<file path="src/rtl/mdio_pkg.sv">
package mdio_pkg;
  localparam int OFFS_W = 8;
  localparam logic [OFFS_W-1:0] OFS_CFG = 8'h30;
  localparam logic [OFFS_W-1:0] OFS_CMD = 8'h34;
  localparam logic [OFFS_W-1:0] OFS_DAT = 8'h38;
  localparam logic [OFFS_W-1:0] OFS_ADR = 8'h3C;

  localparam int CFG_BUSY    = 0;
  localparam int CFG_ERR     = 1;
  localparam int CFG_NOPRE   = 5;
  localparam int CFG_EXT     = 6;
  localparam int CFG_DIV_LSB = 7;
  localparam int CMD_READ    = 15;

  localparam int FLD_W   = 5;
  localparam int WORD_W  = 16;
  localparam int FRAME_W = 2 + 2 + FLD_W + FLD_W + 2 + WORD_W;

  typedef enum logic [1:0] {FK_WRITE, FK_ADDR, FK_READ} frame_kind_e;

  function automatic logic [FRAME_W-1:0] pack_frame(
      input logic ext, input frame_kind_e kind,
      input logic [FLD_W-1:0] phy, input logic [FLD_W-1:0] dev,
      input logic [WORD_W-1:0] word);
    logic [1:0] st, op, ta;
    st = ext ? 2'b00 : 2'b01;
    ta = 2'b10;
    unique case (kind)
      FK_WRITE: op = 2'b01;
      FK_ADDR:  op = 2'b00;
      default: begin
        op = ext ? 2'b11 : 2'b10;
        ta = 2'b11;
      end
    endcase
    return {st, op, phy, dev, ta, word};
  endfunction
endpackage

</file>
<file path="src/rtl/mdio_clkgen.sv">
module mdio_clkgen #(
  parameter int DIV_W   = 9,
  parameter int MIN_DIV = 5
) (
  input  logic             clk,
  input  logic             rst_n,
  input  logic             run,
  input  logic [DIV_W-1:0] div_raw,
  output logic             mdc,
  output logic             rise_tick,
  output logic             fall_tick
);
  localparam int CNT_W = DIV_W + 1;

  logic [DIV_W-1:0] div_eff;
  logic [CNT_W-1:0] cnt_q, cnt_d, half_cnt, last_cnt;
  logic             mdc_d;

  always_comb begin
    div_eff   = (div_raw < DIV_W'(MIN_DIV)) ? DIV_W'(MIN_DIV) : div_raw;
    half_cnt  = {1'b0, div_eff};
    last_cnt  = {div_eff, 1'b0};
    rise_tick = run && (cnt_q == half_cnt);
    fall_tick = run && (cnt_q == last_cnt);
    if (!run || fall_tick) cnt_d = '0;
    else                   cnt_d = cnt_q + 1'b1;
    mdc_d = run && (cnt_d > half_cnt);
  end

  always_ff @(posedge clk or negedge rst_n) begin
    if (!rst_n) begin
      cnt_q <= '0;
      mdc   <= 1'b0;
    end else begin
      cnt_q <= cnt_d;
      mdc   <= mdc_d;
    end
  end
endmodule

</file>
<file path="src/rtl/mdio_frame_eng.sv">
module mdio_frame_eng #(
  parameter int FRAME_W = 32,
  parameter int PRE_W   = 32,
  parameter int WORD_W  = 16
) (
  input  logic               clk,
  input  logic               rst_n,
  input  logic               start,
  input  logic               pre_en,
  input  logic               is_read,
  input  logic [FRAME_W-1:0] frame,
  input  logic               rise_tick,
  input  logic               fall_tick,
  input  logic               mdio_i,
  output logic               busy,
  output logic               rd_frame,
  output logic               mdio_o,
  output logic               mdio_oe,
  output logic               rd_done,
  output logic               ta_err,
  output logic [WORD_W-1:0]  rd_word
);
  localparam int TOT_W = FRAME_W + PRE_W;
  localparam int CNT_W = $clog2(TOT_W + 1);
  localparam logic [CNT_W-1:0] TA_LATE = CNT_W'(WORD_W + 1);
  localparam logic [CNT_W-1:0] TA_EARLY = CNT_W'(WORD_W + 2);

  logic [TOT_W-1:0]  sh_q, sh_d;
  logic [CNT_W-1:0]  cnt_q, cnt_d;
  logic              busy_q, busy_d, rd_q, rd_d;
  logic [WORD_W-1:0] cap_q, cap_d;

  always_comb begin
    sh_d   = sh_q;
    cnt_d  = cnt_q;
    busy_d = busy_q;
    rd_d   = rd_q;
    cap_d  = cap_q;
    if (start) begin
      sh_d   = pre_en ? {{PRE_W{1'b1}}, frame} : {frame, {PRE_W{1'b1}}};
      cnt_d  = pre_en ? CNT_W'(TOT_W) : CNT_W'(FRAME_W);
      busy_d = 1'b1;
      rd_d   = is_read;
    end else if (busy_q) begin
      if (rise_tick && rd_q && (cnt_q <= CNT_W'(WORD_W)))
        cap_d = {cap_q[WORD_W-2:0], mdio_i};
      if (fall_tick) begin
        sh_d  = {sh_q[TOT_W-2:0], 1'b1};
        cnt_d = cnt_q - 1'b1;
        if (cnt_q == CNT_W'(1)) busy_d = 1'b0;
      end
    end
  end

  always_ff @(posedge clk or negedge rst_n) begin
    if (!rst_n) begin
      sh_q   <= '1;
      cnt_q  <= '0;
      busy_q <= 1'b0;
      rd_q   <= 1'b0;
      cap_q  <= '0;
    end else begin
      sh_q   <= sh_d;
      cnt_q  <= cnt_d;
      busy_q <= busy_d;
      rd_q   <= rd_d;
      cap_q  <= cap_d;
    end
  end

  always_comb begin
    busy     = busy_q;
    rd_frame = busy_q && rd_q;
    rd_done  = busy_q && rd_q && fall_tick && (cnt_q == CNT_W'(1));
    ta_err   = busy_q && rd_q && rise_tick && (cnt_q == TA_LATE) && mdio_i;
    mdio_o   = busy_q ? sh_q[TOT_W-1] : 1'b1;
    mdio_oe  = busy_q && !(rd_q && (cnt_q <= TA_EARLY));
    rd_word  = cap_q;
  end
endmodule

</file>
<file path="src/rtl/mdio_master.sv">
module mdio_master
  import mdio_pkg::*;
#(
  parameter int DIV_W   = 9,
  parameter int MIN_DIV = 5,
  parameter int PRE_LEN = 32
) (
  input  logic              clk,
  input  logic              rst_n,
  input  logic [OFFS_W-1:0] bus_addr,
  input  logic              bus_wr,
  input  logic [31:0]       bus_wdata,
  output logic [31:0]       bus_rdata,
  output logic              mdc,
  output logic              mdio_o,
  output logic              mdio_oe,
  input  logic              mdio_i
);
  logic [1:0] rst_sync;
  logic       rst_n_s;

  always_ff @(posedge clk or negedge rst_n) begin
    if (!rst_n) rst_sync <= 2'b00;
    else        rst_sync <= {rst_sync[0], 1'b1};
  end
  assign rst_n_s = rst_sync[1];

  logic              nopre_q, nopre_d, ext_q, ext_d, err_q, err_d;
  logic [DIV_W-1:0]  div_q, div_d;
  logic [FLD_W-1:0]  phy_q, phy_d, dev_q, dev_d;
  logic [WORD_W-1:0] data_q, data_d, addr_q, addr_d;

  logic eng_busy, rd_frame, rd_done, ta_err, rise_tick, fall_tick;
  logic [WORD_W-1:0] rd_word;

  logic sel_cfg, sel_cmd, sel_dat, sel_adr, idle;
  logic go_wr, go_adr, go_rd, start;
  frame_kind_e       kind;
  logic [FLD_W-1:0]  f_phy, f_dev;
  logic [FRAME_W-1:0] frame;

  always_comb begin
    idle    = !eng_busy;
    sel_cfg = bus_wr && (bus_addr == OFS_CFG) && idle;
    sel_cmd = bus_wr && (bus_addr == OFS_CMD) && idle;
    sel_dat = bus_wr && (bus_addr == OFS_DAT) && idle;
    sel_adr = bus_wr && (bus_addr == OFS_ADR) && idle;
    go_wr   = sel_dat;
    go_adr  = sel_adr && ext_q;
    go_rd   = sel_cmd && bus_wdata[CMD_READ];
    start   = go_wr || go_adr || go_rd;

    kind  = go_rd ? FK_READ : (go_adr ? FK_ADDR : FK_WRITE);
    f_phy = go_rd ? bus_wdata[2*FLD_W-1:FLD_W] : phy_q;
    f_dev = go_rd ? bus_wdata[FLD_W-1:0]       : dev_q;
    frame = pack_frame(ext_q, kind, f_phy, f_dev,
                       go_rd ? {WORD_W{1'b1}} : bus_wdata[WORD_W-1:0]);

    nopre_d = sel_cfg ? bus_wdata[CFG_NOPRE] : nopre_q;
    ext_d   = sel_cfg ? bus_wdata[CFG_EXT]   : ext_q;
    div_d   = sel_cfg ? bus_wdata[CFG_DIV_LSB +: DIV_W] : div_q;
    phy_d   = sel_cmd ? bus_wdata[2*FLD_W-1:FLD_W] : phy_q;
    dev_d   = sel_cmd ? bus_wdata[FLD_W-1:0]       : dev_q;
    addr_d  = sel_adr ? bus_wdata[WORD_W-1:0]      : addr_q;
    if (go_wr)        data_d = bus_wdata[WORD_W-1:0];
    else if (rd_done) data_d = rd_word;
    else              data_d = data_q;
    if (go_rd)        err_d = 1'b0;
    else if (ta_err)  err_d = 1'b1;
    else              err_d = err_q;
  end

  always_ff @(posedge clk or negedge rst_n_s) begin
    if (!rst_n_s) begin
      nopre_q <= 1'b0;
      ext_q   <= 1'b0;
      err_q   <= 1'b0;
      div_q   <= '0;
      phy_q   <= '0;
      dev_q   <= '0;
      data_q  <= '0;
      addr_q  <= '0;
    end else begin
      nopre_q <= nopre_d;
      ext_q   <= ext_d;
      err_q   <= err_d;
      div_q   <= div_d;
      phy_q   <= phy_d;
      dev_q   <= dev_d;
      data_q  <= data_d;
      addr_q  <= addr_d;
    end
  end

  always_comb begin
    bus_rdata = '0;
    unique case (bus_addr)
      OFS_CFG: begin
        bus_rdata[CFG_BUSY]              = eng_busy;
        bus_rdata[CFG_ERR]               = err_q;
        bus_rdata[CFG_NOPRE]             = nopre_q;
        bus_rdata[CFG_EXT]               = ext_q;
        bus_rdata[CFG_DIV_LSB +: DIV_W]  = div_q;
      end
      OFS_CMD: bus_rdata[2*FLD_W-1:0] = {phy_q, dev_q};
      OFS_DAT: bus_rdata[WORD_W-1:0]  = data_q;
      OFS_ADR: bus_rdata[WORD_W-1:0]  = addr_q;
      default: bus_rdata = '0;
    endcase
  end

  mdio_clkgen #(.DIV_W(DIV_W), .MIN_DIV(MIN_DIV)) u_clkgen (
    .clk       (clk),
    .rst_n     (rst_n_s),
    .run       (eng_busy),
    .div_raw   (div_q),
    .mdc       (mdc),
    .rise_tick (rise_tick),
    .fall_tick (fall_tick)
  );

  mdio_frame_eng #(.FRAME_W(FRAME_W), .PRE_W(PRE_LEN), .WORD_W(WORD_W)) u_eng (
    .clk       (clk),
    .rst_n     (rst_n_s),
    .start     (start),
    .pre_en    (!nopre_q),
    .is_read   (go_rd),
    .frame     (frame),
    .rise_tick (rise_tick),
    .fall_tick (fall_tick),
    .mdio_i    (mdio_i),
    .busy      (eng_busy),
    .rd_frame  (rd_frame),
    .mdio_o    (mdio_o),
    .mdio_oe   (mdio_oe),
    .rd_done   (rd_done),
    .ta_err    (ta_err),
    .rd_word   (rd_word)
  );
endmodule

</file>
<file path="config.mk">
export PLATFORM = sky130hd
export DESIGN_NAME = mdio_master
export DESIGN_NICKNAME = d
export VERILOG_FILES = /design/src/rtl/mdio_pkg.sv /design/src/rtl/mdio_clkgen.sv /design/src/rtl/mdio_frame_eng.sv /design/src/rtl/mdio_master.sv
export SDC_FILE = /design/constraint.sdc
export NUM_CORES = 1
export LEC_CHECK = 0
export BUFFER_PORTS_ARGS = -buffer_cell sky130_fd_sc_hd__buf_4
export CELL_PAD_IN_SITES_DETAIL_PLACEMENT = 1
export CELL_PAD_IN_SITES_GLOBAL_PLACEMENT = 1
export CORE_MARGIN = 5
export CORE_UTILIZATION = 49
export CTS_BUF_LIST = sky130_fd_sc_hd__clkbuf_16
export DETAILED_ROUTE_END_ITERATION = 16
export PLACE_DENSITY_LB_ADDON = 0.1
export SYNTH_ARGS = -nofsm -noshare
export SYNTH_HDL_FRONTEND = slang
export SYNTH_HIERARCHICAL = 1
export SYNTH_SLANG_ARGS = --single-unit
</file>
<file path="constraint.sdc">
create_clock -name clk -period 5.3 [get_ports clk]
set_input_delay 0.265 -clock clk [delete_from_list [all_inputs] [get_ports clk]]
set_output_delay 0.265 -clock clk [all_outputs]
set_load 0.03 [all_outputs]
</file>
### Yosys cells after proc, flatten, opt, wreduce, memory -nomap -nowiden

Index checks and enable logic that the tools add are counted.

* latch bits: 0
* input bits: 44
* bits in read-only memories: 0
* word-level logic and storage cells: 100
* register bits: 156
* bits in writable memories: 0
* memories: 0
* output and inout bits: 35

* bitwise logic cells: 1
* div/mod/pow operators: 0
* shift operators: 0
* add/sub/neg operators: 2
* multipliers: 0
* magnitude comparators: 4
* equal/unequal tests: 9
* muxes and demuxes: 32
* reduce and logical (&&, ||, !) cells: 36

Operator list (number)
* 64-bit 2-to-1 mux: 4
* 16-bit 2-to-1 mux: 3
* 8-bit by 6-bit equality test with 1-bit output, second input constant: 4
* 7-bit 2-to-1 mux: 4
* 1-bit logical AND: 23
* 5-bit one-hot mux with 4 select lines: 1
* 6-bit one-hot mux with 3 select lines: 1
* 7-bit by 5-bit less-or-equal comparator with 1-bit output, second input constant: 2
* 1-bit 2-to-1 mux: 11
* 10-bit by 1-bit adder with 10-bit output, second input constant: 1
* 10-bit equality test: 1
* 10-bit by 9-bit equality test with 1-bit output: 1
* 10-bit by 9-bit > comparator with 1-bit output: 1
* 10-bit 2-to-1 mux: 1
* 5-bit 2-to-1 mux: 2
* 9-bit by 3-bit < comparator with 1-bit output, second input constant: 1
* 9-bit 2-to-1 mux: 1
* 3-bit one-hot mux with 3 select lines: 1
* 2-bit one-hot mux with 4 select lines: 1
* 2-bit nonzero test: 4
* 7-bit by 1-bit equality test with 1-bit output, second input constant: 1
* 7-bit by 5-bit equality test with 1-bit output, second input constant: 1
* 7-bit by 1-bit subtractor with 7-bit output, second input constant: 1
* 2-bit one-hot mux with 2 select lines: 1
* 9 further kinds: 12

### Longest topological paths before layout

Gate-level depths: netlist (run 1).

* depth in word-level cells: 11
* depth in mapped cells: 13

### Cells and area by module

Netlist (run 1), hierarchy kept.

Modules (own cells, without submodules)
* mdio_frame_eng: cells each 315, sequential area each 2307.2 um^2, area each 4224.1 um^2, times used 1
* mdio_master: cells each 275, sequential area each 1401.3 um^2, area each 3209.3 um^2, times used 1
* mdio_clkgen: cells each 120, sequential area each 275.3 um^2, area each 1022.2 um^2, times used 1

### Worst setup path after synthesis (run 1)

Ideal clock, no wire load.

* path kind: register to register
* start: reg div_q[7]
* end: reg data_q[10]
* setup time: 0.133 ns
* data arrival time: 3.176 ns
* stages on the path, launching flop included: 11
* path buffers: 2
* slack: 1.991 ns
* data required time: 5.167 ns
* clock period less this slack: 3.309 ns
* cells stage by stage: dfrtp_1 -> nor4_4 -> a21oi_1 -> xnor2_1 -> nor4_1 -> nor2b_1 -> nor4b_1 -> clkbuf_1 -> clkbuf_1 -> mux2i_1 -> o21ai_0

* longest elaborated chain between the ends: 7

Ends and longest elaborated chain
* start, declared: RTL line mdio_master.sv:29 `logic [DIV_W-1:0] div_q, div_d;`
* start signal, assigned: RTL line mdio_master.sv:87 `div_q <= div_d;`
* 9-bit by 3-bit < comparator with 1-bit output: RTL line mdio_clkgen.sv:20 `div_eff = (div_raw < DIV_W'(MIN_DIV)) ? DIV_W'(MIN_DIV) : div_raw;`
* 9-bit 2-to-1 mux (*): RTL line mdio_clkgen.sv:20
* 10-bit equality test (*): RTL line mdio_clkgen.sv:24 `fall_tick = run && (cnt_q == last_cnt);`
* 1-bit logical AND (*): RTL line mdio_clkgen.sv:24
* via fall_tick: RTL line mdio_master.sv:33 `logic eng_busy, rd_frame, rd_done, ta_err, rise_tick, fall_tick;`
* 1-bit logical AND (*) (2 in series): RTL line mdio_frame_eng.sv:74 `rd_done = busy_q && rd_q && fall_tick && (cnt_q == CNT_W'(1));`
* via rd_done: RTL line mdio_master.sv:33
* 2-bit nonzero test (no source line) (*)
* end signal, assigned: RTL line mdio_master.sv:90 `data_q <= data_d;`
* end, declared: RTL line mdio_master.sv:31 `logic [WORD_W-1:0] data_q, data_d, addr_q, addr_d;`

The timed path passes the listed nets; every way through them passes the cells marked *.
A chain may end at the register's enable or synchronous reset.

### Worst setup path in the final report (run 1)

* start: reg div_q[8]
* end: reg u_clkgen.mdc

* longest elaborated chain between the ends: 8

Ends and longest elaborated chain
* 9-bit by 3-bit < comparator with 1-bit output: RTL line mdio_clkgen.sv:20
* 9-bit 2-to-1 mux (*): RTL line mdio_clkgen.sv:20
* 10-bit equality test (*): RTL line mdio_clkgen.sv:24
* 1-bit logical AND (*): RTL line mdio_clkgen.sv:24
* 1-bit logical OR (*): RTL line mdio_clkgen.sv:25 `if (!run || fall_tick) cnt_d = '0;`
* 10-bit 2-to-1 mux (*): RTL line mdio_clkgen.sv:25
* via u_clkgen.cnt_d[5]: RTL line mdio_clkgen.sv:16 `logic [CNT_W-1:0] cnt_q, cnt_d, half_cnt, last_cnt;`
* 10-bit by 9-bit > comparator with 1-bit output (*): RTL line mdio_clkgen.sv:27 `mdc_d = run && (cnt_d > half_cnt);`
* 1-bit logical AND (*): RTL line mdio_clkgen.sv:27
* via u_clkgen.mdc_d: RTL line mdio_clkgen.sv:17 `logic mdc_d;`
* end signal, assigned: RTL line mdio_clkgen.sv:36 `mdc <= mdc_d;`
* end, declared: RTL line mdio_clkgen.sv:9 `output logic mdc,`

Marked as above.

==> impl_metrics.tcl, run 1 <==
set metrics [dict create \
    status "finished, final reports clean" \
    start_util 0.494 \
    hpwl_mm 14.7 \
    ys_warn_count 6 \
    ios 79 \
    wl_mm 21.7 \
    tritoncts "done" \
    ys_ff_latch 156 \
    synth-simple-area-share 0.0997 \
    power_frac_comb 0.114 \
    synth_xor_xnor_area_share 0.0280 \
    reg2reg_depth 10 \
    synth_top_family_by_area "multiplexers" \
    path_clk_slew_ns 0.07 \
    cap_violations 0 \
    setup.worst_path.end "u_clkgen/mdc" \
    diodes 0 \
    fp.coreArea_sq_um 17100 \
    ys_top_cells_by_area "dfrtp_1 (27%), dfstp_2 (20%), mux2_2 (16%)" \
    antenna_left 0 \
    nets 795 \
    drc_errors 0 \
    cts_sinks 156 \
    period_minus_slack_ns 3.59 \
    max-slew-margin-rel 0.274 \
    ys_types 60 \
    clk_latency_ns 0.42 \
    cp-start-kind "flip-flop" \
    n_fill_cell 1798 \
    layout_common_cells "mux2_2 (122), dfrtp_1 (91), dfstp_2 (64), o22a_1 (59), buf_4 (57)" \
    synthArstFlopShare 1.00 \
    power_frac_clock 0.416 \
    syn-cell-area_sq_um 8460 \
    cts_buffers 17 \
    synth_compound_area_frac 0.113 \
    worst_pin_slew_ns 1.09 \
    wire_per_inst_um 22.3 \
    synth_top_cell_area_share 0.272 \
    synthesis.instances 710 \
    p_per_area_nw_per_um2 313 \
    track_usage 0.229 \
    grt_pass1_vias 6403 \
    row_count 48 \
    rrSetupSlack_ns 1.71 \
    rr_startpoint "div_q[8]" \
    max_freq_mhz 278 \
    setup_viol 0 \
    hold_path.class "in2reg" \
    die_h_um 141 \
    internal_power_mw 2.24 \
    synth-edff-count 0 \
    clock_path_buffers 2 \
    viasPerCell 5.95 \
    grt_overflow_total 0 \
    crit_type "reg2reg" \
    power.leakage_nw 4.09 \
    p_switching_mw 0.755 \
    drv_slew 0 \
    synth-main-ff-cell "dfrtp_1" \
    yosysSeqAreaShare 0.471 \
    synth_largest_area_cell "dfrtp_1" \
    tns_ns 0 \
    synth.avg_cell_area_sq_um 11.9 \
    ir_drop_mv 0.247 \
    cts_setup_buffers 0 \
    first_pass_iters 4 \
    fin_worst_skew_ns 0.0105 \
    cts-root-buf "clkbuf_16" \
    grt_pass1_wl_mm 35.8 \
    grt_max_degree 73 \
    rsz0062_at_grt "no" \
    required_ns 5.57 \
    final_common_cell "mux2_2" \
    syn_to_final_growth_pct 12.9 \
    antenna_found_initial 0 \
    arrival_ns 3.86 \
    final_hold_viol_count 0 \
    power.total_mw 2.99 \
    place.gp.congestion 0.853 \
    critPathLaunch "div_q[8]" \
    portBuffers 46 \
    path_max_fanout 12 \
    seqPwrFrac 0.470 \
    placed_area_sq_um 8930 \
    htree_levels 4 \
    synth_fa_ha_area_frac 0.0178 \
    finalCritPeriodShare 0.678 \
    dieArea_sq_um 20000 \
    final_cell_area_sq_um 9540 \
    drtIter0Drc 263 \
    fp.dieW_um 141 \
    vias 5811 \
    drive_above_1_share 0.410 \
    worstSetupEndpointType "flip-flop" \
    r2r-end "u_clkgen/mdc" \
    synth_mux_area_frac 0.219 \
    p_sw_frac 0.253 \
]
kinds of logic after synthesis:
group           Yosys count
simple gates            145
compound gates          125
flops                   156
other cells               2
xor+xnor                 27
fa+ha+maj                12
mux                     156
buf+inv                  87
per-layer routing:
layer | up-vias | GRT usage | share of wire
li1 | 2650 | - | -
met1 | 3024 | 0.311 | 0.46
met2 | 117 | 0.378 | 0.49
met3 | 20 | 0.0404 | 0.038
met4 | 0 | 0.0678 | 0.015
met5 | - | 0 | 0
worst min path at each step:
| stage | start | to | slack, ns | depth (start not counted) |
|---|---|---|---|---|
| CTS | bus_wdata[5] | nopre_q | 0.10 | 2 |
| global placement | rst_n | rst_sync[0] | 0.05 | 1 |
| global route | mdio_i | u_eng/rd_word[0] | 0.12 | 2 |
| detailed placement | rst_n | rst_sync[0] | 0.05 | 1 |
| floorplan | rst_n | rst_sync[0] | -0.03 | 0 |
| finish | bus_wdata[1] | addr_q[1] | 0.13 | 2 |
registers in the layout, summed over array words and instances (netlist names), 2 cells and up:
name and flops:
addr_q 16, u_eng/cnt_q 7, u_eng/rd_word 16, data_q 16
dev_q 5, u_clkgen/cnt_q 10, u_eng/sh_q 64, phy_q 5
div_q 9, rst_sync 2
what timing repair did:
action	in CTS	in global routing
hold endpoints to repair	2	0
endpoints found under the setup margin	0	0
resized for setup	0	0
hold buffers	1	0
final cells by class:
| cell class | count | area [sq um] | area share |
|---|---|---|---|
| clock buffers | 17 | 425 | 0.0446 |
| clock inverters | 15 | 174 | 0.0182 |
| inverters | 19 | 71.3 | 0.00747 |
| multi-input cells | 486 | 4150 | 0.434 |
| flip-flops and latches | 156 | 3990 | 0.418 |
| well taps | 225 | 282 | 0.0295 |
| repair buffers | 59 | 458 | 0.0480 |
power by group through the flow:
stage                     registers (mW)  clock network, mW  logic, mW
after floorplan                     1.39                  0      0.265
after global placement              1.42                  0      0.324
after detailed placement            1.43                  0      0.340
after CTS                           1.41               1.27      0.345
after global routing                1.42               1.32      0.379
final                               1.41               1.24      0.342
synthesized netlist by cell type, drive strengths merged, types with 16 or more instances:
cell and instances:
nand4 23, nand2b 17, nand2 18, nand3 16, inv 18, mux2i 17
dfstp 64, o21ai 19, o22a 59, nor2 25, clkbuf 35, mux2 132
buf 33, dfrtp 92
per-stage QoR:
| stage | setup WS (ns) | utilization | hold WS [ns] | cells |
|---|---|---|---|---|
| CTS | 1.69 | 0.558 | 0.105 | 977 |
| global placement | 1.84 | 0.522 | 0.0471 | 944 |
| floorplan | 0.743 | - | -0.0306 | 729 |
| finish | 1.71 | 0.558 | 0.128 | 977 |
| detailed placement | 1.70 | 0.522 | 0.0524 | 944 |
| global route | 1.42 | 0.558 | 0.117 | 977 |
worst max-delay path: stages, from the launching register on:
cell and delay [ns]:
dfrtp_1 0.52, nor4_4 0.41, and3_1 0.25, a31oi_1 0.12, o31ai_2 0.68, nor2_1 0.16
ha_1 0.36, a21o_1 0.16, a21o_1 0.16, a2111oi_0 0.44, o22ai_1 0.15
Power figures use the tool's default switching activity.
==> inputs of run 2 (changes only) <==
==> constraint.sdc (replaced) <==
create_clock -name clk -period 3.73 [get_ports clk]
set_input_delay 0.1865 -clock clk [delete_from_list [all_inputs] [get_ports clk]]
set_output_delay 0.1865 -clock clk [all_outputs]
set_load 0.03 [all_outputs]
==> run 2 against run 1 <==
Routed wire length increased by 2.1%. Core utilization is 0.18 points higher. Clock skew grew 0.0041 ns. Combinational power up 46%. Sequential power increased by 42%. Highest routed layer unchanged.
==> impl_metrics.tcl, run 2 (synthesis gave the netlist of run 1 again) <==
set metrics [dict create \
    status "finished, final reports clean" \
    portBuffers 46 \
    fin_worst_skew_ns 0.0146 \
    largest-register "u_eng/sh_q" \
    p_switching_mw 1.14 \
    vias 5867 \
    final_common_cell "mux2_2" \
    power_frac_comb 0.119 \
    cp-start-kind "flip-flop" \
    fp.dieW_um 141 \
    wl_mm 22.2 \
    setup_viol 0 \
    tns_ns 0 \
    antenna_found_initial 0 \
    drv_slew 0 \
    clock_path_buffers 2 \
    drive_above_1_share 0.419 \
    viasPerCell 5.96 \
    grt_pass1_vias 6545 \
    place.gp.congestion 0.798 \
    path_clk_slew_ns 0.07 \
    max_freq_mhz 305 \
    cpMaxStageDelayCell "dfrtp_1" \
    syn_to_final_growth_pct 13.2 \
    grt_pass1_wl_mm 36.0 \
    antenna_left 0 \
    drc_errors 0 \
    required_ns 4.00 \
    nets 802 \
    cts_buffers 17 \
    cts_resized 0 \
    crit_buf_inv 2 \
    drtIter0Drc 249 \
    worst_pin_slew_ns 0.898 \
    power.leakage_nw 4.12 \
    seqPwrFrac 0.476 \
    internal_power_mw 3.05 \
    cts_sinks 156 \
    first_pass_iters 4 \
    path_max_fanout 16 \
    htree_levels 4 \
    p_per_area_nw_per_um2 438 \
    power_frac_clock 0.405 \
    period_minus_slack_ns 3.28 \
    layout_common_cells "mux2_2 (122), dfrtp_1 (91), buf_4 (64), dfstp_2 (64), o22a_1 (59)" \
    rsz0062_at_grt "no" \
    cap_violations 0 \
    fp.coreArea_sq_um 17100 \
    cts-root-buf "clkbuf_16" \
    track_usage 0.231 \
    die_h_um 141 \
    path_cells "xor2_1 > nor4_1 > nand4_1 > nor4_1 > buf_4 > nor2b_1 > nor4b_2 > buf_4 > mux2i_1 > o21ai_0" \
    ios 79 \
    grt_max_degree 96 \
    row_count 48 \
    n_fill_cell 1765 \
    max-slew-margin-rel 0.397 \
    ir_drop_mv 0.315 \
    wire_per_inst_um 22.5 \
    power.total_mw 4.19 \
    clk_latency_ns 0.43 \
    p_sw_frac 0.273 \
    worst_path_largest_cell_delay_ns 0.51 \
    arrival_ns 3.55 \
    hpwl_mm 14.9 \
    finalCritPeriodShare 0.880 \
    worstSetupEndpointType "flip-flop" \
    hold_path.class "in2reg" \
    start_util 0.494 \
    crit_family "simple AND/OR/NAND/NOR gates" \
    final_hold_viol_count 0 \
    tritoncts "done" \
    dieArea_sq_um 20000 \
    grt_overflow_total 0 \
    largest_reg_flops 64 \
    crit_type "reg2reg" \
]
run 2: final timing paths:
kind / start / cells past startpoint / to / slack [ns]
max: div_q[4] / 10 / data_q[5] / 0.45
min: bus_wdata[3] / 2 / addr_q[3] / 0.04
max reg2reg: div_q[4] / 10 / data_q[5] / 0.45
min reg2reg: rst_sync[0] / 0 / rst_sync[1] / 0.36
max in group asynchronous: rst_sync[1] / 1 / u_eng/sh_q[27] / 2.27
min in group asynchronous: rst_n / 2 / rst_sync[1] / 0.07
run 2: layout make-up:
| type | instances | area, sq um | area share |
|---|---|---|---|
| multi-input combinational | 486 | 4150 | 0.433 |
| sequential | 156 | 3990 | 0.417 |
| timing repair buffer | 66 | 510 | 0.0533 |
| clock buffer | 18 | 450 | 0.0471 |
| tap | 225 | 282 | 0.0294 |
| clock inverter | 14 | 124 | 0.0129 |
| inverter | 19 | 71.3 | 0.00745 |
| antenna | 1 | 2.50 | 0.000261 |
run 2: through the flow:
stage                     hold WS, ns  setup slack, ns  instance area, sq um  utilization  cells
final                          0.0367            0.448                  9570        0.559    985
after global routing           0.0267            0.240                  9570        0.559    984
after CTS                      0.0130            0.433                  9570        0.559    984
after detailed placement      -0.0294            0.554                  8990        0.525    951
after global placement        -0.0307            0.706                  8990        0.525    951
after floorplan                -0.109            0.421                  8530            -    729
run 2: what timing repair did:
item / 4_1_cts / 5_1_grt
setup endpoints to repair: 0 / 0
hold endpoints to repair: 2 / 0
buffers inserted: 0 / 0
hold buffers: 1 / 0
run 2: routing by layer:
metal	track usage	vias up	routed length, um
met3	0.0435	28	720
met4	0.0709	0	384
met1	0.306	3083	10200
li1	-	2644	-
met5	0	-	0
met2	0.386	112	10900
run 2: worst register-to-register path, stage by stage (launching register included):
cell,delay (ns)
dfrtp_1,0.51
xor2_1,0.20
nor4_1,0.32
nand4_1,0.22
nor4_1,0.42
buf_4,0.23
nor2b_1,0.16
nor4b_2,0.30
buf_4,0.36
mux2i_1,0.30
o21ai_0,0.12
run 2: power groups by stage:
| stage | registers, mW | clock network [mW] | logic (mW) |
|---|---|---|---|
| 6_report | 2.00 | 1.70 | 0.500 |
| 3_3_place_gp | 2.01 | 0 | 0.474 |
| 2_1_floorplan | 1.98 | 0 | 0.377 |
| 5_1_grt | 2.01 | 1.82 | 0.550 |
| 4_1_cts | 2.00 | 1.74 | 0.504 |
| 3_5_place_dp | 2.02 | 0 | 0.500 |
